<file path="config.mk">
export PLATFORM = sky130hd
export DESIGN_NAME = twin_countdown_timer
export DESIGN_NICKNAME = d
export VERILOG_FILES = /design/src/rtl/tmr_pkg.sv /design/src/rtl/tmr_channel.sv /design/src/rtl/tmr_irq_ctrl.sv /design/src/rtl/tmr_regs.sv /design/src/rtl/twin_countdown_timer.sv
export SDC_FILE = /design/constraint.sdc
export NUM_CORES = 1
export LEC_CHECK = 0
export ABC_AREA = 1
export BUFFER_PORTS_ARGS = -buffer_cell sky130_fd_sc_hd__buf_2
export CORE_UTILIZATION = 47
export CTS_CLUSTER_SIZE = 10
export DETAILED_ROUTE_END_ITERATION = 16
export PLACE_DENSITY_LB_ADDON = 0.3
export SETUP_SLACK_MARGIN = 0.1
export SYNTH_ARGS = -nofsm -noshare
export SYNTH_HDL_FRONTEND = slang
export SYNTH_HIERARCHICAL = 1
export SYNTH_SLANG_ARGS = --single-unit
</file>
<file path="constraint.sdc">
create_clock -name clk -period 8 [get_ports clk]
set_clock_uncertainty 0.2 [all_clocks]
set_input_delay 2 -clock clk [delete_from_list [all_inputs] [get_ports clk]]
set_output_delay 2 -clock clk [all_outputs]
set_load 0.02 [all_outputs]
</file>
<file path="src/rtl/tmr_pkg.sv">
// Package: shared types and offsets of the twin countdown timer.
// Assumes an 8-bit byte-offset bus and at most four tick sources.
package tmr_pkg;

    typedef enum logic [1:0] {
        CMD_LOAD = 2'd0,
        CMD_HOLD = 2'd1,
        CMD_RUN  = 2'd2,
        CMD_RSVD = 2'd3
    } tmr_cmd_e;

    typedef struct packed {
        logic [2:0] sel;
        tmr_cmd_e   cmd;
    } tmr_ctrl_t;

    localparam int CTRL_W   = $bits(tmr_ctrl_t);
    localparam int SRC_BASE = 4;     // lowest legal source code
    localparam int TMR_STEP = 16;    // offset stride between timers

    localparam logic [7:0] OFF_RELOAD = 8'h00;
    localparam logic [7:0] OFF_COUNT  = 8'h04;
    localparam logic [7:0] OFF_CTRL   = 8'h08;
    localparam logic [7:0] OFF_TIME   = 8'h38;
    localparam logic [7:0] OFF_MASK   = 8'h48;
    localparam logic [7:0] OFF_ACK    = 8'h4C;
    localparam logic [7:0] OFF_STATUS = 8'h50;

endpackage

</file>
<file path="src/rtl/tmr_channel.sv">
// Module: one down-counting timer with reload value, command and source select.
// Assumes write strobes are single-cycle and never hit reload and control together.
module tmr_channel
    import tmr_pkg::*;
#(
    parameter int CNT_W = 16,
    parameter int NSRC  = 4
) (
    input  logic             clk,
    input  logic             rst_n,
    input  logic             reload_we,
    input  logic [CNT_W-1:0] reload_wdata,
    input  logic             ctrl_we,
    input  tmr_ctrl_t        ctrl_wdata,
    input  logic [NSRC-1:0]  tick_src,
    output logic [CNT_W-1:0] reload_o,
    output logic [CNT_W-1:0] count_o,
    output tmr_ctrl_t        ctrl_o,
    output logic             expire_o
);

    logic [CNT_W-1:0] reload_q;
    logic [CNT_W-1:0] count_q;
    tmr_ctrl_t        ctrl_q;
    logic             tick_sel;
    logic             step;

    // Pick the tick enable named by the source code; illegal codes give none.
    always_comb begin
        tick_sel = 1'b0;
        for (int k = 0; k < NSRC; k++) begin
            if (int'(ctrl_q.sel) == SRC_BASE + k) tick_sel = tick_src[k];
        end
    end

    // A counting step happens on a selected tick in run mode, never during a control write.
    always_comb begin
        step     = !ctrl_we && (ctrl_q.cmd == CMD_RUN) && tick_sel;
        expire_o = step && (count_q == '0);
    end

    // Reload value register.
    always_ff @(posedge clk) begin
        if (!rst_n)         reload_q <= '0;
        else if (reload_we) reload_q <= reload_wdata;
    end

    // Control word register; reset leaves the timer on hold.
    always_ff @(posedge clk) begin
        if (!rst_n)       ctrl_q <= '{sel: 3'd0, cmd: CMD_HOLD};
        else if (ctrl_we) ctrl_q <= ctrl_wdata;
    end

    // Counter: load on a load command, otherwise decrement or reload on a step.
    always_ff @(posedge clk) begin
        if (!rst_n)
            count_q <= '0;
        else if (ctrl_we && ctrl_wdata.cmd == CMD_LOAD)
            count_q <= reload_q;
        else if (step)
            count_q <= (count_q == '0) ? reload_q : count_q - 1'b1;
    end

    assign reload_o = reload_q;
    assign count_o  = count_q;
    assign ctrl_o   = ctrl_q;

    a_r3_hold_freezes: assert property (@(posedge clk) disable iff (!rst_n)
        (!ctrl_we && ctrl_q.cmd != CMD_RUN) |=> $stable(count_q));

    a_r2_load_lands: assert property (@(posedge clk) disable iff (!rst_n)
        (ctrl_we && ctrl_wdata.cmd == CMD_LOAD) |=> count_q == $past(reload_q));

    a_r4_expiry_reloads: assert property (@(posedge clk) disable iff (!rst_n)
        expire_o |=> count_q == $past(reload_q));

    a_r8_illegal_source_frozen: assert property (@(posedge clk) disable iff (!rst_n)
        (!ctrl_we && int'(ctrl_q.sel) < SRC_BASE) |=> $stable(count_q));

endmodule

</file>
<file path="src/rtl/tmr_irq_ctrl.sv">
// Module: shared pending-status, mask and acknowledge logic driving one interrupt.
// Assumes expiry inputs are single-cycle pulses, one bit per timer.
module tmr_irq_ctrl #(
    parameter int NT = 2
) (
    input  logic          clk,
    input  logic          rst_n,
    input  logic          mask_we,
    input  logic          ack_we,
    input  logic [NT-1:0] wbits,
    input  logic [NT-1:0] expire,
    output logic [NT-1:0] status_o,
    output logic [NT-1:0] mask_o,
    output logic          irq_o
);

    logic [NT-1:0] status_q;
    logic [NT-1:0] mask_q;
    logic [NT-1:0] clr;

    // Bits named by an acknowledge write.
    always_comb clr = ack_we ? wbits : '0;

    // Pending bits: write-one-to-clear, with a new expiry winning.
    always_ff @(posedge clk) begin
        if (!rst_n) status_q <= '0;
        else        status_q <= (status_q & ~clr) | expire;
    end

    // Mask register.
    always_ff @(posedge clk) begin
        if (!rst_n)      mask_q <= '0;
        else if (mask_we) mask_q <= wbits;
    end

    // Interrupt when any enabled bit is pending.
    always_comb irq_o = |(status_q & mask_q);

    assign status_o = status_q;
    assign mask_o   = mask_q;

    a_r5_pending_set: assert property (@(posedge clk) disable iff (!rst_n)
        (|expire) |=> ((status_q & $past(expire)) == $past(expire)));

    a_r6_ack_clears: assert property (@(posedge clk) disable iff (!rst_n)
        (ack_we && expire == '0) |=> ((status_q & $past(wbits)) == '0));

    a_r7_irq_holds: assert property (@(posedge clk) disable iff (!rst_n)
        (irq_o && !ack_we && !mask_we) |=> irq_o);

    a_r1_reset_clear: assert property (@(posedge clk) disable iff (!rst_n)
        $past(!rst_n) |-> (status_q == '0 && mask_q == '0 && !irq_o));

endmodule

</file>
<file path="src/rtl/tmr_regs.sv">
// Module: address decode, read-back multiplexer and free-running time counter.
// Assumes word-aligned byte offsets; unmapped reads return zero.
module tmr_regs
    import tmr_pkg::*;
#(
    parameter int CNT_W = 16,
    parameter int NT    = 2
) (
    input  logic                      clk,
    input  logic                      rst_n,
    input  logic                      bus_we,
    input  logic [7:0]                bus_addr,
    input  logic [31:0]               bus_wdata,
    input  logic [NT-1:0][CNT_W-1:0]  reload_i,
    input  logic [NT-1:0][CNT_W-1:0]  count_i,
    input  logic [NT-1:0][CTRL_W-1:0] ctrl_i,
    input  logic [NT-1:0]             status_i,
    input  logic [NT-1:0]             mask_i,
    output logic [NT-1:0]             reload_we,
    output logic [NT-1:0]             ctrl_we,
    output logic                      mask_we,
    output logic                      ack_we,
    output logic [31:0]               bus_rdata
);

    logic [31:0] time_q;
    logic        wdata_unused;

    assign wdata_unused = ^bus_wdata[31:CNT_W];

    // Write strobes per register.
    always_comb begin
        for (int i = 0; i < NT; i++) begin
            reload_we[i] = bus_we && (bus_addr == 8'(i * TMR_STEP) + OFF_RELOAD);
            ctrl_we[i]   = bus_we && (bus_addr == 8'(i * TMR_STEP) + OFF_CTRL);
        end
        mask_we = bus_we && (bus_addr == OFF_MASK);
        ack_we  = bus_we && (bus_addr == OFF_ACK);
    end

    // Read-back multiplexer.
    always_comb begin
        bus_rdata = '0;
        for (int i = 0; i < NT; i++) begin
            if (bus_addr == 8'(i * TMR_STEP) + OFF_RELOAD) bus_rdata = 32'(reload_i[i]);
            if (bus_addr == 8'(i * TMR_STEP) + OFF_COUNT)  bus_rdata = 32'(count_i[i]);
            if (bus_addr == 8'(i * TMR_STEP) + OFF_CTRL)   bus_rdata = 32'(ctrl_i[i]);
        end
        if (bus_addr == OFF_TIME)   bus_rdata = time_q;
        if (bus_addr == OFF_MASK)   bus_rdata = 32'(mask_i);
        if (bus_addr == OFF_STATUS) bus_rdata = 32'(status_i);
    end

    // Free-running cycle counter.
    always_ff @(posedge clk) begin
        if (!rst_n) time_q <= '0;
        else        time_q <= time_q + 32'd1;
    end

    a_r10_time_steps: assert property (@(posedge clk) disable iff (!rst_n)
        1'b1 |=> time_q == $past(time_q) + 32'd1);

    a_r9_single_strobe: assert property (@(posedge clk) disable iff (!rst_n)
        $onehot0({reload_we, ctrl_we, mask_we, ack_we}));

endmodule

</file>
<file path="src/rtl/twin_countdown_timer.sv">
// Module: top of the twin countdown timer: two channels, register block, interrupt logic.
// Assumes NSRC <= 4 so that every source code fits in three bits.
module twin_countdown_timer
    import tmr_pkg::*;
#(
    parameter int CNT_W = 16,
    parameter int NSRC  = 4
) (
    input  logic            clk,
    input  logic            rst_n,
    input  logic            bus_we,
    input  logic [7:0]      bus_addr,
    input  logic [31:0]     bus_wdata,
    output logic [31:0]     bus_rdata,
    input  logic [NSRC-1:0] tick_src,
    output logic            irq
);

    localparam int NT = 2;

    logic [NT-1:0][CNT_W-1:0]  reload_v;
    logic [NT-1:0][CNT_W-1:0]  count_v;
    logic [NT-1:0][CTRL_W-1:0] ctrl_v;
    logic [NT-1:0]             reload_we;
    logic [NT-1:0]             ctrl_we;
    logic [NT-1:0]             expire;
    logic [NT-1:0]             status;
    logic [NT-1:0]             mask;
    logic                      mask_we;
    logic                      ack_we;

    tmr_regs #(.CNT_W(CNT_W), .NT(NT)) u_regs (
        .clk       (clk),
        .rst_n     (rst_n),
        .bus_we    (bus_we),
        .bus_addr  (bus_addr),
        .bus_wdata (bus_wdata),
        .reload_i  (reload_v),
        .count_i   (count_v),
        .ctrl_i    (ctrl_v),
        .status_i  (status),
        .mask_i    (mask),
        .reload_we (reload_we),
        .ctrl_we   (ctrl_we),
        .mask_we   (mask_we),
        .ack_we    (ack_we),
        .bus_rdata (bus_rdata)
    );

    for (genvar g = 0; g < NT; g++) begin : g_chan
        tmr_ctrl_t ctrl_q;
        tmr_channel #(.CNT_W(CNT_W), .NSRC(NSRC)) u_chan (
            .clk          (clk),
            .rst_n        (rst_n),
            .reload_we    (reload_we[g]),
            .reload_wdata (bus_wdata[CNT_W-1:0]),
            .ctrl_we      (ctrl_we[g]),
            .ctrl_wdata   (tmr_ctrl_t'(bus_wdata[CTRL_W-1:0])),
            .tick_src     (tick_src),
            .reload_o     (reload_v[g]),
            .count_o      (count_v[g]),
            .ctrl_o       (ctrl_q),
            .expire_o     (expire[g])
        );
        assign ctrl_v[g] = ctrl_q;
    end

    tmr_irq_ctrl #(.NT(NT)) u_irq (
        .clk      (clk),
        .rst_n    (rst_n),
        .mask_we  (mask_we),
        .ack_we   (ack_we),
        .wbits    (bus_wdata[NT-1:0]),
        .expire   (expire),
        .status_o (status),
        .mask_o   (mask),
        .irq_o    (irq)
    );

endmodule

</file>
==> flow_summary.json, run 1 <==
{
  "dr.pass1.iters": 5,
  "maxSlewHeadroom_pct": 44.10,
  "yosysMostFrequentCell": "nand2_1",
  "slew_violations": 0,
  "finalPower_w": 0.001043,
  "synth_commonest_cells": "nand2_1 (306), inv_1 (139), nor2_1 (139), dfxtp_1 (110), a21oi_1 (97)",
  "htree_levels": 3,
  "pre_cts_ws_ps": 1864,
  "drt_iter0_drc": 551,
  "crit_type": "input pin to output port",
  "port_buffers": 63,
  "synth_compound_area_share_pct": 14.93,
  "hp-class": "register to register",
  "crit_top_cell": "nand2_1",
  "yosysTopAreaCell": "dfxtp_1",
  "min_from": "u_regs/time_q[31]",
  "synth_cell_types": 40,
  "cts-root-buf": "clkbuf_16",
  "synthArstFlopShare_pct": 0,
  "final_nets": 1206,
  "p_per_area_nw_per_um2": 137.6,
  "slowest_delay_ps": 650,
  "seq_area_um2": 2202,
  "synth_area_um2": 6964,
  "status": "finished, final reports clean",
  "hold_violations": 0,
  "crit_arrival_ps": 3970,
  "required_ps": 5800,
  "syn_inst": 1110,
  "synth_xor_area_share_pct": 1.258,
  "timing.final.ws_setup_ps": 1834,
  "grt_overflow": 0,
  "cts_num_sinks": 110,
  "cts_setup_buffers": 0,
  "ioPinCount": 80,
  "ys.flop_type": "dfxtp_1",
  "drc": 0,
  "netlist.area_leader.share_pct": 31.62,
  "startpoint": "bus_addr[1]",
  "clkPwrFrac_pct": 43.0,
  "cap_violations": 0,
  "finalWirelength_um": 18450,
  "clk_path_buf_depth": 2,
  "swShare_pct": 22.95,
  "cp_max_fo": 16,
  "grtUsageTotal_pct": 25.39,
  "intPower_w": 0.0008040,
  "vias_per_cell": 5.209,
  "dieArea_um2": 15310,
  "dieWidth_um": 123.7,
  "gp_congestion": 0.9269,
  "core_area_um2": 14480,
  "fin_cells": 1342,
  "crit_slowest_cell": "nor2_2",
  "drive_gt1_share_pct": 13.21,
  "syn_nets": 1162,
  "fmaxAchievable_ghz": 0.1622,
  "r2r-start": "u_regs/time_q[0]",
  "cts_tree": "done",
  "cts.reportedPaths.clkPinSlew_ps": 60,
  "min_period_over_period_pct": 77.07,
  "syn_avg_cell_area_um2": 6.274,
  "synth_area_leaders": "dfxtp_1 (32%), nand2_1 (16%), inv_1 (7.5%)",
  "ys_ff_latch": 110,
  "dieHeight_um": 123.7,
  "synth_top_family_by_area": "simple AND/OR/NAND/NOR gates",
  "dp_hpwl_um": 13450,
  "yosys.area_share.simple_pct": 40.21,
  "numCtsBuffers": 9,
  "finalSetupViolCount": 0,
  "start_util_pct": 48.10,
  "synth_edf_count": 0,
  "crit_chain": "buf_2 -> nor2_2 -> nand2_1 -> nor2_2 -> nand2_1 -> nand3_1 -> nand2_1 -> nand2_1 -> nand2_1 -> a21oi_1 -> buf_2",
  "vias": 6990,
  "post_cts_resize_count": 0,
  "first_global_vias": 6185,
  "power.switching_w": 0.0002394,
  "wire_per_inst_um": 13.75,
  "seqPwrFrac_pct": 52.7,
  "clock_latency_ps": 360,
  "grt_max_degree": 66,
  "place_inst": 1327,
  "vdd_drop_max_uv": 154.0,
  "start_kind": "input pin",
  "layout-area-overhead-vs-synth_pct": 8.911,
  "pwr-share-comb_pct": 4.2,
  "fin_tns_setup_ps": 0,
  "placed_cell_area_um2": 7305,
  "worst_slew_pin_slew_ps": 837.6,
  "grt_first_pass_wirelength_um": 30190,
  "cp-end-kind": "output port",
  "rows": 44,
  "finalInstanceArea_um2": 7585,
  "rsz0062_at_grt": "false",
  "antenna_found_initial": 0,
  "fin_crit_ps": 6166,
  "power_leakage_nw": 3.422,
  "multi_input_area_um2": 3990,
  "ys_seq_area_share_pct": 31.62,
  "postRouteAntennaNets": 0,
  "synthMuxAreaShare_pct": 0,
  "ys_warn_count": 6,
  "n_fill_cell": 1527,
  "synthAdderAreaFrac_pct": 0.8983,
  "antennaDiodeCount": 0,
  "hold_buffers": 0
}
layout make-up:
cell class / instances / share of cell area [%]
Multi-Input combinational cell: 820 / 52.61
Inverter: 149 / 7.374
Timing Repair Buffer: 64 / 4.256
Clock buffer: 12 / 3.118
Clock inverter: 3 / 0.5774
Sequential cell: 110 / 29.03
Tap cell: 184 / 3.035
critical path, delay by kind of cell:
kind                   cells  cell delay [ps]
AOI/OAI and AO/OA          1              220
buffers and inverters      2              330
and+or+nand+nor            8             1410
final timing paths:
check / slack [ps] / end / cells after the start
setup / recovery: 1830 / bus_rdata[3] / 11
hold / removal: 270 / u_regs/time_q[31] / 2
hold reg to reg: 270 / u_regs/time_q[31] / 2
setup reg to reg: 6070 / u_regs/time_q[20] / 8
layout by cell type (no fill, tap or decap), types with 13 or more instances in the layout:
cell type  count
a21oi_1       97
buf_2         63
dfxtp_1      110
inv_1        139
nand2_1      306
nand3_1       67
nand4_1       13
nor2_1       139
nor2_2        26
o211ai_1      15
o21ai_0       64
metal layers:
metal | global-route usage [%] | routed length (um)
met5 | 0 | 0
met4 | 6.928 | 250
met3 | 3.800 | 1101
met2 | 40.73 | 8345
met1 | 35.24 | 8751
power by group through the flow:
stage               registers (W)   logic, W  clock network, W
global route             0.000551  0.0000488          0.000479
global placement         0.000563  0.0000433                 0
CTS                      0.000550  0.0000435          0.000459
detailed placement       0.000563  0.0000434                 0
finish                   0.000550  0.0000439          0.000449
floorplan                0.000563  0.0000236                 0
sequential cells by signal, summed over array words and instances, names as in the netlist:
register / flops
g_chan.u_chan/count_o: 32
g_chan.u_chan/ctrl_o: 10
u_irq/mask_o: 2
u_irq/status_o: 2
u_regs/time_q: 32
g_chan.u_chan/reload_o: 32
cell families after synthesis:
group | count (synthesis)
AO/OA/AOI/OAI | 193
XOR/XNOR | 10
adder cells (fa/ha/maj) | 5
buffers and inverters | 180
flip-flops | 110
AND/OR/NAND/NOR | 612
per-stage QoR:
stage | hold slack [ps] | util (%)
6_report | 269.6 | 52.39
5_1_grt | 282.6 | 52.39
4_1_cts | 270.3 | 52.39
3_5_place_dp | 260.1 | 50.45
3_3_place_gp | 250.3 | 50.45
2_1_floorplan | 236.1 | -
Power figures use the tool's default switching activity.
==> inputs of run 2 (changes only) <==
--- a/config.mk
+++ b/config.mk
@@ -5,7 +5,7 @@
 export SDC_FILE = /design/constraint.sdc
 export NUM_CORES = 1
 export LEC_CHECK = 0
-export ABC_AREA = 1
+export ABC_AREA = 0
 export BUFFER_PORTS_ARGS = -buffer_cell sky130_fd_sc_hd__buf_2
 export CORE_UTILIZATION = 47
 export CTS_CLUSTER_SIZE = 10
==> constraint.sdc (replaced) <==
create_clock -name clk -period 5.2 [get_ports clk]
set_clock_uncertainty 0.2 [all_clocks]
set_input_delay 1.3 -clock clk [delete_from_list [all_inputs] [get_ports clk]]
set_output_delay 1.3 -clock clk [all_outputs]
set_load 0.02 [all_outputs]
==> run 2 against run 1 <==
Net effect:
- hold slack better by 21 ps
- final area is 2.6% lower
- combinational power is 100% higher
- sequential cell count stayed put
- largest power group unchanged
- die area is 4.5% lower
- register-to-register slack worse by 3800 ps
- synthesized area is 4.6% lower
- global-route usage is 0.39 points higher
- non-clock buffer count is 8 higher
- via count is 14% lower
- cell count is 25% lower
- critical path depth is 4 lower
==> flow_summary.json, run 2 <==
{
  "status": "finished, final reports clean",
  "port_buffers": 63,
  "dieWidth_um": 120.9,
  "final_common_cell": "dfxtp_1",
  "clkPwrFrac_pct": 46.2,
  "grt_max_degree": 48,
  "synthArstFlopShare_pct": 0,
  "cp_max_fo": 24,
  "hp-class": "register to register",
  "yosys.area_share.simple_pct": 30.53,
  "start_util_pct": 48.05,
  "syn_inst": 785,
  "rows": 43,
  "ys_ff_latch": 110,
  "first_global_vias": 5422,
  "synth_cell_types": 63,
  "crit_type": "input pin to output port",
  "fin_crit_ps": 4695,
  "synthMuxAreaShare_pct": 9.718,
  "cts_tree": "done",
  "synth_area_um2": 6644,
  "synth_xor_area_share_pct": 3.823,
  "fmaxAchievable_ghz": 0.2130,
  "pwr-share-comb_pct": 5.1,
  "n_fill_cell": 1284,
  "dieArea_um2": 14620,
  "multi_input_area_um2": 4168,
  "cts_num_sinks": 110,
  "seqPwrFrac_pct": 48.7,
  "dieHeight_um": 120.9,
  "ioPinCount": 80,
  "cp-end-kind": "output port",
  "min_period_over_period_pct": 90.29,
  "numCtsBuffers": 9,
  "vdd_drop_max_uv": 149.5,
  "vias_per_cell": 5.996,
  "finalWirelength_um": 18130,
  "final_cell_mix": "dfxtp_1 (110), nand2_1 (64), buf_2 (63)",
  "post_cts_resize_count": 0,
  "final_nets": 873,
  "r2r-end": "g_chan[0].u_chan/count_o[3]",
  "r2r_slack_ps": 2230,
  "wire_per_inst_um": 18.02,
  "grtUsageTotal_pct": 25.79,
  "ys_warn_count": 6,
  "swShare_pct": 22.47,
  "r2r-start": "g_chan[0].u_chan/count_o[0]",
  "p_per_area_nw_per_um2": 235.6,
  "syn_nets": 837,
  "synthAdderAreaFrac_pct": 0.9416,
  "slew_violations": 0,
  "layout-area-overhead-vs-synth_pct": 11.15,
  "yosysMostFrequentCell": "dfxtp_1",
  "whs_ps": 290.8,
  "seq_area_um2": 2202,
  "postRouteAntennaNets": 0,
  "power_leakage_nw": 2.608,
  "worst_slew_pin_slew_ps": 1107,
  "syn_avg_cell_area_um2": 8.464,
  "ff2ff_path_depth": 7,
  "gp_congestion": 0.9303,
  "cap_violations": 0,
  "rsz0062_at_grt": "false",
  "synth_top_family_by_area": "simple AND/OR/NAND/NOR gates",
  "cts-root-buf": "clkbuf_16",
  "ys.flop_type": "dfxtp_1",
  "yosysTopAreaCell": "dfxtp_1",
  "core_area_um2": 13830,
  "dp_hpwl_um": 13060,
  "grt_overflow": 0,
  "crit_arrival_ps": 3190,
  "drt_iter0_drc": 663,
  "vias": 6032,
  "hold_violations": 0,
  "netlist.area_leader.share_pct": 33.15,
  "startpoint": "bus_addr[3]",
  "maxSlewHeadroom_pct": 26.20,
  "grt.met3_usage_pct": 4.276,
  "grtUsageMet2_pct": 41.14,
  "dr.pass1.iters": 5,
  "synth_commonest_cells": "dfxtp_1 (110), nand2_1 (64), mux2i_1 (57), nor2b_1 (56), and2_1 (47)",
  "gr-usage-met1_pct": 35.27,
  "drc": 0,
  "required_ps": 3700,
  "clk_path_buf_depth": 2,
  "endpoint": "bus_rdata[1]",
  "start_kind": "input pin",
  "clock_latency_ps": 360,
  "drive_gt1_share_pct": 14.16,
  "finalSetupViolCount": 0,
  "cts.reportedPaths.clkPinSlew_ps": 70,
  "cts_setup_buffers": 0,
  "ys_seq_area_share_pct": 33.15,
  "htree_levels": 3,
  "synth_compound_area_share_pct": 17.72,
  "power.switching_w": 0.0003909,
  "synth_area_leaders": "dfxtp_1 (33%), mux2i_1 (8.6%), nor2b_1 (5.3%)",
  "hold_buffers": 0,
  "fin_tns_setup_ps": 0,
  "antenna_found_initial": 0,
  "intPower_w": 0.001349,
  "antennaDiodeCount": 0,
  "grt_first_pass_wirelength_um": 29320,
  "synth_edf_count": 0,
  "top_usage_layer": "met2"
}
-- run 2: cell count changes after synthesis, moves of 39 or more --
cell and delta:
nand2_1 -242, inv_1 -124, nor2_1 -104, a21oi_1 -57
mux2i_1 +57, nor2b_1 +56, o21ai_0 -51, and2_1 +47
nand3_1 -39
-- run 2: kinds of logic after synthesis --
kind of cell / count (synthesis)
AO/OA/AOI/OAI: 175
flip-flops: 110
XOR/XNOR: 29
adder cells (fa/ha/maj): 5
multiplexers: 61
AND/OR/NAND/NOR: 341
buffers and inverters: 64
-- run 2: worst min path at each step --
stage,startpoint,to,cells after the start
floorplan,u_regs/time_q[0],u_regs/time_q[0],1
global placement,u_regs/time_q[0],u_regs/time_q[0],1
detailed placement,u_regs/time_q[0],u_regs/time_q[0],1
CTS,u_regs/time_q[0],u_regs/time_q[0],1
global route,g_chan[0].u_chan/count_o[1],g_chan[0].u_chan/count_o[1],2
finish,u_regs/time_q[0],u_regs/time_q[0],1
-- run 2: power by group through the flow --
stage	sequential (W)	clock, W	combinational (W)
finish	0.000847	0.000805	0.0000882
global route	0.000848	0.000857	0.0000956
CTS	0.000847	0.000825	0.0000878
detailed placement	0.000867	0	0.0000875
global placement	0.000867	0	0.0000873
floorplan	0.000866	0	0.0000537
-- run 2: per-layer routing --
layer  wire length, um  part of all wire (%)
met5                 0                     0
met4               312                   1.7
met3              1043                   5.8
met2              8571                    47
met1              8204                    45
-- run 2: worst max-delay path, stage by stage --
cell and delay, ps:
buf_2 230, or4_4 590, nor4_4 310, a21oi_1 110
o21a_1 200, o21ai_0 230, buf_2 220
-- run 2: cell type report --
type,count,area share (%)
Multi-Input combinational cell,611,56.44
Sequential cell,110,29.82
Timing Repair Buffer,72,5.185
Clock buffer,9,3.050
Tap cell,180,3.050
Clock inverter,7,1.593
Inverter,17,0.8641
-- run 2: through the flow --
stage	util, %	total power (W)	std cells	setup WS [ps]	area (um^2)
2_1_floorplan	-	0.0009197	785	858.5	6644
3_3_place_gp	50.93	0.0009544	990	535.9	7042
3_5_place_dp	50.93	0.0009548	990	517.7	7042
4_1_cts	53.41	0.001760	1006	510.1	7385
5_1_grt	53.41	0.001800	1006	371.2	7385
6_report	53.41	0.001740	1006	505.1	7385
==> inputs of run 3 (changes only) <==
==> constraint.sdc (replaced) <==
create_clock -name clk -period 5.2 [get_ports clk]
set_clock_uncertainty 0.2 [all_clocks]
set_input_delay 0.26 -clock clk [delete_from_list [all_inputs] [get_ports clk]]
set_output_delay 0.26 -clock clk [all_outputs]
set_load 0.02 [all_outputs]
==> run 3 against run 2 <==
Net effect:
- worst setup slack gained 1300 ps
- clock power shrank 12%
- sequential power about the same
- die area unchanged
- sequential cell count unchanged
- hold slack lost 270 ps
- global-route usage increased by 0.19 points
- fmax increased by 39%
- core utilization grew 0.15 points
- register-to-register slack got worse by 40 ps
- critical path type is now input pin to register
- largest cell class unchanged
==> flow_summary.json, run 3 (synthesized netlist as in run 2, its figures left out) <==
{
  "placed_cell_area_um2": 7004,
  "vias": 6114,
  "final_common_cell": "dfxtp_1",
  "hp-class": "input pin to register",
  "layout-area-overhead-vs-synth_pct": 11.47,
  "dieWidth_um": 120.9,
  "maxSlewHeadroom_pct": 17.70,
  "antenna_found_initial": 0,
  "clk_path_buf_depth": 2,
  "core_area_um2": 13830,
  "dieArea_um2": 14620,
  "status": "finished, final reports clean",
  "drt-met1-wl_um": 8515,
  "antennaDiodeCount": 0,
  "drive_gt1_share_pct": 13.36,
  "worst_slew_pin_slew_ps": 1234,
  "dr.pass1.iters": 5,
  "min_period_over_period_pct": 64.76,
  "cp_max_fo": 24,
  "rsz0062_at_grt": "false",
  "crit_type": "input pin to register",
  "start_util_pct": 48.05,
  "power_leakage_nw": 2.594,
  "ioPinCount": 80,
  "hold_violations": 0,
  "numCtsBuffers": 9,
  "cp-end-kind": "register",
  "wire_per_inst_um": 18.25,
  "dp_hpwl_um": 13120,
  "final_cell_mix": "dfxtp_1 (110), nand2_1 (64), buf_2 (63)",
  "drt_iter0_drc": 575,
  "fin_tns_setup_ps": 0,
  "htree_levels": 3,
  "grt_max_degree": 42,
  "gp_congestion": 0.9290,
  "drc": 0,
  "cts_num_sinks": 110,
  "grtUsageTotal_pct": 25.98,
  "top_layer_used": "met4",
  "wl_met2_um": 8499,
  "slew_violations": 0,
  "required_ps": 5290,
  "cap_violations": 0,
  "cts-root-buf": "clkbuf_16",
  "crit_arrival_ps": 3460,
  "cts.reportedPaths.clkPinSlew_ps": 70,
  "fin_crit_ps": 3368,
  "rows": 43,
  "dr_wl_met3_um": 992,
  "grt_overflow": 0,
  "vdd_drop_max_uv": 166.4,
  "dieHeight_um": 120.9,
  "vias_per_cell": 6.047,
  "grt_first_pass_wirelength_um": 29680,
  "hold_buffers": 10,
  "whs_ps": 19.52,
  "cts_setup_buffers": 0,
  "clock_latency_ps": 360,
  "p_per_area_nw_per_um2": 222.5,
  "fmaxAchievable_ghz": 0.2969,
  "start_kind": "input pin",
  "first_global_vias": 5617,
  "finalInstanceArea_um2": 7406,
  "final_nets": 878,
  "cts_tree": "done",
  "finalWirelength_um": 18460,
  "postRouteAntennaNets": 0,
  "post_cts_resize_count": 0,
  "port_buffers": 63,
  "finalSetupViolCount": 0
}
[run 3: metal layers]
metal / vias up / GRT usage [%]
met5: - / 0
met2: 181 / 40.57
met1: 2941 / 35.80
met4: 0 / 8.719
met3: 31 / 4.887
li1: 2961 / -
[run 3: per-stage QoR]
stage | utilization [%] | setup slack (ps) | std cells | total power, W
floorplan | - | 2269 | 785 | 0.0009197
global placement | 50.66 | 1550 | 985 | 0.0009541
detailed placement | 50.66 | 1535 | 985 | 0.0009544
CTS | 53.56 | 1916 | 1011 | 0.001661
global route | 53.56 | 1670 | 1011 | 0.001701
finish | 53.56 | 1832 | 1011 | 0.001648
[run 3: worst max-delay path, cell delays in order]
cell	delay [ps]
buf_2	340
nor4b_2	620
and3_1	540
or3b_1	600
and2_1	550
mux2_4	420
o22ai_1	130
[run 3: final cells by class]
class / count / area (um^2)
clock buffer: 11 / 242.7
clock inverter: 5 / 58.81
fill: 1290 / 6421
inverter: 17 / 63.81
multi-input combinational: 611 / 4168
sequential: 110 / 2202
tap: 180 / 225.2
timing repair buffer: 77 / 445.4
[run 3: power by group]
part / switching [W] / internal, W
Combinational: 0.0000577 / 0.0000363
Clock: 0.000319 / 0.000387
Sequential: 0.00000359 / 0.000844
[run 3: worst paths after layout]
check	from	cells past startpoint	slack (ps)	end
worst max-delay path	bus_addr[3]	7	1830	g_chan[0].u_chan/count_o[3]
worst min-delay path	bus_wdata[15]	3	20	g_chan[0].u_chan/reload_o[15]
worst max register to register	g_chan[0].u_chan/count_o[0]	7	2190	g_chan[0].u_chan/count_o[3]
worst min register to register	u_regs/time_q[0]	1	300	u_regs/time_q[0]
